`config.mk`:
```
export PLATFORM = sky130hd
export DESIGN_NAME = sdc_selfdis_counter
export DESIGN_NICKNAME = d
export VERILOG_FILES = /design/src/rtl/sdc_pkg.sv /design/src/rtl/sdc_prescaler.sv /design/src/rtl/sdc_ctrl.sv /design/src/rtl/sdc_accum.sv /design/src/rtl/sdc_selfdis_counter.sv
export SDC_FILE = /design/constraint.sdc
export NUM_CORES = 1
export LEC_CHECK = 0
export ABC_CLOCK_PERIOD_IN_PS = 8490
export BUFFER_PORTS_ARGS = -buffer_cell sky130_fd_sc_hd__buf_2
export CORE_MARGIN = 2
export CORE_UTILIZATION = 40
export DETAILED_ROUTE_END_ITERATION = 10
export GPL_TIMING_DRIVEN = 0
export SETUP_SLACK_MARGIN = 0.02
export SLEW_MARGIN = 15
export SYNTH_ARGS = -nofsm -noshare
export SYNTH_HDL_FRONTEND = slang
export SYNTH_SLANG_ARGS = --single-unit
```
`constraint.sdc`:
```
create_clock -name clk -period 8.49 [get_ports clk]
set_input_delay 1.698 -clock clk [delete_from_list [all_inputs] [get_ports clk]]
set_output_delay 1.698 -clock clk [all_outputs]
set_load 0.03 [all_outputs]
```
`src/rtl/sdc_pkg.sv`:
```
package sdc_pkg;
    typedef enum logic [1:0] {
        S_SLEEP = 2'd0,
        S_COUNT = 2'd1,
        S_CLEAR = 2'd2
    } sdc_state_t;
endpackage

```
`src/rtl/sdc_prescaler.sv`:
```
module sdc_prescaler #(
    parameter int CODE_W = 3
) (
    input  logic              clk,
    input  logic              rst_n,
    input  logic              tick_en,
    input  logic              restart,
    input  logic [CODE_W-1:0] code_in,
    output logic              step,
    output logic [(1<<CODE_W)-2:0] pre_q
);
    localparam int MAXC  = (1 << CODE_W) - 1;
    localparam int PRE_W = MAXC;

    logic [CODE_W-1:0] act_code;
    logic [PRE_W:0]    limit;
    logic              last;

    always_comb begin
        limit = (PRE_W+1)'(1) << (MAXC - int'(act_code));
        last  = ({1'b0, pre_q} == (limit - (PRE_W+1)'(1)));
        step  = tick_en && last;
    end

    always_ff @(posedge clk or negedge rst_n) begin
        if (!rst_n) begin
            pre_q    <= '0;
            act_code <= CODE_W'(MAXC / 2);
        end else if (restart) begin
            pre_q    <= '0;
            act_code <= code_in;
        end else if (tick_en) begin
            if (last) begin
                pre_q    <= '0;
                act_code <= code_in;
            end else begin
                pre_q <= pre_q + 1'b1;
            end
        end else if (pre_q == '0) begin
            act_code <= code_in;
        end
    end
endmodule

```
`src/rtl/sdc_ctrl.sv`:
```
module sdc_ctrl (
    input  logic                  clk,
    input  logic                  rst_n,
    input  logic                  run_en,
    input  logic                  clr_req,
    output logic                  clr_pend,
    output logic                  cnt_en,
    output logic                  clr_do,
    output sdc_pkg::sdc_state_t   state
);
    import sdc_pkg::*;

    sdc_state_t nxt;

    always_comb begin
        nxt = state;
        unique case (state)
            S_SLEEP: begin
                if (clr_pend)    nxt = S_CLEAR;
                else if (run_en) nxt = S_COUNT;
            end
            S_COUNT: begin
                if (clr_pend)     nxt = S_CLEAR;
                else if (!run_en) nxt = S_SLEEP;
            end
            S_CLEAR: begin
                nxt = run_en ? S_COUNT : S_SLEEP;
            end
            default: nxt = S_SLEEP;
        endcase
    end

    always_ff @(posedge clk or negedge rst_n) begin
        if (!rst_n) state <= S_SLEEP;
        else        state <= nxt;
    end

    always_comb begin
        cnt_en = (state == S_COUNT);
        clr_do = (state == S_CLEAR);
    end

    always_ff @(posedge clk or negedge rst_n) begin
        if (!rst_n)       clr_pend <= 1'b0;
        else if (clr_req) clr_pend <= 1'b1;
        else if (clr_do)  clr_pend <= 1'b0;
    end
endmodule

```
`src/rtl/sdc_accum.sv`:
```
module sdc_accum #(
    parameter int CNT_W = 16
) (
    input  logic             clk,
    input  logic             rst_n,
    input  logic             inc,
    input  logic             zero,
    output logic [CNT_W-1:0] count
);
    always_ff @(posedge clk or negedge rst_n) begin
        if (!rst_n)    count <= '0;
        else if (zero) count <= '0;
        else if (inc)  count <= count + 1'b1;
    end
endmodule

```
`src/rtl/sdc_selfdis_counter.sv`:
```
module sdc_selfdis_counter #(
    parameter int CNT_W   = 16,
    parameter int CODE_W  = 3,
    parameter int REG_W   = 8,
    parameter int CLR_BIT = 2
) (
    input  logic              clk,
    input  logic              rst_n,
    input  logic              base_tick,
    input  logic              run_en,
    input  logic [CODE_W-1:0] temp_step,
    input  logic              tc_wr_en,
    input  logic [REG_W-1:0]  tc_wr_data,
    output logic [CNT_W-1:0]  sd_count,
    output logic [REG_W-1:0]  tc_reg
);
    import sdc_pkg::*;

    localparam int PRE_W = (1 << CODE_W) - 1;
    localparam int LOW_W = REG_W - CODE_W;

    logic              clr_req, clr_pend, cnt_en, clr_do, step;
    logic [PRE_W-1:0]  pre_cnt;
    logic [CODE_W-1:0] temp_q;
    sdc_state_t        fsm_state;

    assign clr_req = tc_wr_en && tc_wr_data[CLR_BIT];

    sdc_ctrl u_ctrl (
        .clk      (clk),
        .rst_n    (rst_n),
        .run_en   (run_en),
        .clr_req  (clr_req),
        .clr_pend (clr_pend),
        .cnt_en   (cnt_en),
        .clr_do   (clr_do),
        .state    (fsm_state)
    );

    sdc_prescaler #(.CODE_W(CODE_W)) u_pre (
        .clk     (clk),
        .rst_n   (rst_n),
        .tick_en (cnt_en && base_tick),
        .restart (clr_do),
        .code_in (temp_step),
        .step    (step),
        .pre_q   (pre_cnt)
    );

    sdc_accum #(.CNT_W(CNT_W)) u_acc (
        .clk   (clk),
        .rst_n (rst_n),
        .inc   (step),
        .zero  (clr_do),
        .count (sd_count)
    );

    always_ff @(posedge clk or negedge rst_n) begin
        if (!rst_n) temp_q <= '0;
        else        temp_q <= temp_step;
    end

    always_comb begin
        logic [LOW_W-1:0] low;
        low          = '0;
        low[CLR_BIT] = clr_pend;
        tc_reg       = {temp_q, low};
    end
endmodule

```
==> results.txt <==
The final setup violation count is 0. Of the cells placed in the final design, the portion with a size suffix greater than 1 is 0.235. The number of nets in the layout came out at 257. The total via count in the routed design is 1694. 0 antenna diodes ended up in the layout. The total routed wirelength is 4450 microns. The biggest fanout along the worst timing path came out at 10. The max-cap violation count is 0. The total number of clock tree sinks came out at 32. The final hold violation count was 0. The global-route wire length before repair is 7330 microns. The chip width came out at 72.7 microns. The number of buffers added for setup after CTS is 0. The worst setup path is captured at a register.

Headroom to the max-slew limit came out at 0.436. The number of register bits inferred by synthesis is 32. The type of the worst setup path is register to register. The number of warning messages in the yosys log came out at 0. The portion of synthesized cell area occupied by the leading cell type is 0.398. In the layout the commonest cells are 31 x buf_2, 30 x dfrtp_1, 18 x nand2_1. The final routed DRC violation total is 0. The die covers 5280 sq um.

For this run, global-route usage on met2 was measured as 0.271. By area the synthesized netlist is led by dfrtp_1 40%, a21oi_1 4.0%, nand3_1 3.7%. The maximum root-to-sink buffer count is 2.

The mean cell area of the mapped netlist came out at between 9 and 10 sq um. The number of gates resized after CTS was 0. The via density per instance is 5.84.

The number of buffers created by CTS is 5. At the worst endpoint, the required time is 8700 ps. The synthesis-to-finish area growth came out at 17.4%. The hold-fix buffer count after cts is 0. The area inside the core boundary is approximately 4400 sq um.

The transition time of the tightest slew-check pin is 841 ps. The initial antenna violation count came to 0. The worst-case IR drop observed on VDD is 0.191 mV. The via count of the first global-routing pass is between 1.5k and 2k. For this run, global-route usage on met1 was measured as 0.256. The leakage power figure came out at 0.947 nW. The number of pins exceeding their max-slew limit in the final report came out at 0. Of the synthesized area, sequential elements account for 0.426. The initial detailed-routing violation count is 73.

The die outline height is approximately 73 microns. The post-synthesis instance area is ~1900 sq um. For this run the aggregate overflow at the end of global routing stands at 0. For the worst-skew pair, the clock arrives at the later sink with an insertion delay of 290 ps.

Counting flops with an async set or reset pin after synthesis yields a share of 1.00. The final clock period utilization by the worst path came out at 0.402. The maximum operating frequency came out at 0.293 GHz. Buffers placed on the I/O ports in this run total 28.

The starting utilization of the core area is 0.425. The commonest non-fill, non-tap cell in the layout is buf_2. The largest clock skew in the final design came out at 12.8 ps. The routed length per placed instance came out at 15.3 microns. TritonCTS built the clock tree. The first-pass detailed-route iteration total came out at 4. The endpoint arrival time on the critical path came out at 3630 ps.

The leading area contributor after synthesis is dfrtp_1. The number of top-level pins came out at 40. The total negative setup slack came out at 0 ps.

The final core utilization came out at 0.498. Among all flip-flop cells after synthesis, the most frequent one is dfrtp_1. The tightest min-delay check is of the register to register type.

The count of flip-flops with a built-in enable after synthesis is 0. Power spread over the standard cell area amounts to 253 nW/um^2. The cell at the root of the clock tree is clkbuf_8. Entering global routing, the biggest net connects 33 pins. The gate count of the mapped netlist is 199. Clock-pin slew was measured on the worst setup and hold paths at about 70 ps.

The final critical-path required period is 3410 ps. The most utilized layer in the global route result is met2. The overall routing resource usage came out at 0.180. The final estimated routing congestion in global placement came out at 0.792. The clock tree synthesis step divided the H-tree into 2 levels.

The met3 track demand over resource came out at 0.0428. STA classifies the critical path startpoint as a register. After legalization and detailed placement, the total HPWL measured 3180 microns. The number of distinct library cell variants in the gate-level netlist after synthesis came out at 50.

Setup repair after global routing left no endpoint under its margin. The run finished with clean final reports. The remaining antenna violation count is 0.

In this run the core area contains 24 standard-cell rows.
## path summary, 6_finish.rpt
kind                       cells after the start                           to                     startpoint  slack, ps
setup / recovery                              10  u_acc.count[14]$_DFFE_PN0P_  u_pre.act_code[1]$_DFFE_PN1P_       5080
hold / removal                                 1  u_acc.count[15]$_DFFE_PN0P_    u_acc.count[15]$_DFFE_PN0P_        480
setup reg to reg                              10  u_acc.count[14]$_DFFE_PN0P_  u_pre.act_code[1]$_DFFE_PN1P_       5080
hold reg to reg                                1  u_acc.count[15]$_DFFE_PN0P_    u_acc.count[15]$_DFFE_PN0P_        480
max in group asynchronous                      1   u_acc.count[7]$_DFFE_PN0P_                          rst_n       6560
min in group asynchronous                      1   u_pre.pre_q[5]$_DFFE_PN0P_                          rst_n       1450
## state kept, by name, summed over array words and instances, names as in the netlist
signal	flops
u_acc.count	16
u_ctrl.state	2
temp_q	3
u_ctrl.clr_pend	1
u_pre.pre_q	7
u_pre.act_code	3
## power by group
group	switching [mW]	leakage, nW	internal (mW)
Sequential	0.0207	0.424	0.176
Combinational	0.132	0.468	0.0839
Clock	0.0613	0.0541	0.0868
Total	0.214	0.947	0.346
## cells in the mapped netlist (all sizes together) (4+ instances only)
master	count
a21oi	15
nand3	14
clkbuf	5
dfrtp	30
nor2	9
ha	4
buf	10
o31ai	8
inv	5
nand2	18
xnor2	4
or3	5
o21ai	12
or4	8
## through the flow
stage | std cells | setup WS [ps] | total power [mW] | hold WS (ps) | cell area [sq um]
2_1_floorplan | 202 | 5360 | 0.363 | 479 | 1900
3_3_place_gp | 282 | 5110 | 0.410 | 468 | 2100
3_5_place_dp | 282 | 5100 | 0.414 | 473 | 2100
4_1_cts | 290 | 5060 | 0.566 | 479 | 2210
5_1_grt | 290 | 4880 | 0.597 | 505 | 2210
6_report | 290 | 5080 | 0.560 | 475 | 2210
## cells by family (layout without fill, tap and decap cells)
logic type | count (synthesis) | after routing | synth area share
adder cells (fa/ha/maj) | 4 | 4 | 0.0265
flip-flops | 32 | 32 | 0.426
multiplexers | 4 | 4 | 0.0232
AO/OA/AOI/OAI | 56 | 56 | 0.213
buffers and inverters | 20 | 56 | 0.0577
other | 1 | 4 | 0.00199
XOR/XNOR | 7 | 7 | 0.0325
AND/OR/NAND/NOR | 75 | 75 | 0.220
## metal layers
| metal | share of wire | vias up |
|---|---|---|
| li1 | - | 819 |
| met1 | 0.48 | 817 |
| met2 | 0.45 | 51 |
| met3 | 0.059 | 7 |
| met4 | 0.014 | 0 |
| met5 | 0 | - |
## worst max-delay path: stages (launching register included)
cell and delay [ps]:
dfstp_2 540, buf_4 170, nand2_1 90, or2_2 280
ha_1 180, buf_2 170, or4b_4 520, a311oi_4 400
o2111ai_2 290, or4_1 560, a21oi_1 150
## layout make-up
cell class,count,area (sq um)
Fill cell,440,2230
Multi-Input combinational cell,150,986
Sequential cell,32,803
Timing Repair Buffer,28,140
Buffer,15,90.1
Clock buffer,5,68.8
Tap cell,52,65.1
Clock inverter,3,42.5
Inverter,5,18.8
(Power assumes the default switching activity.)
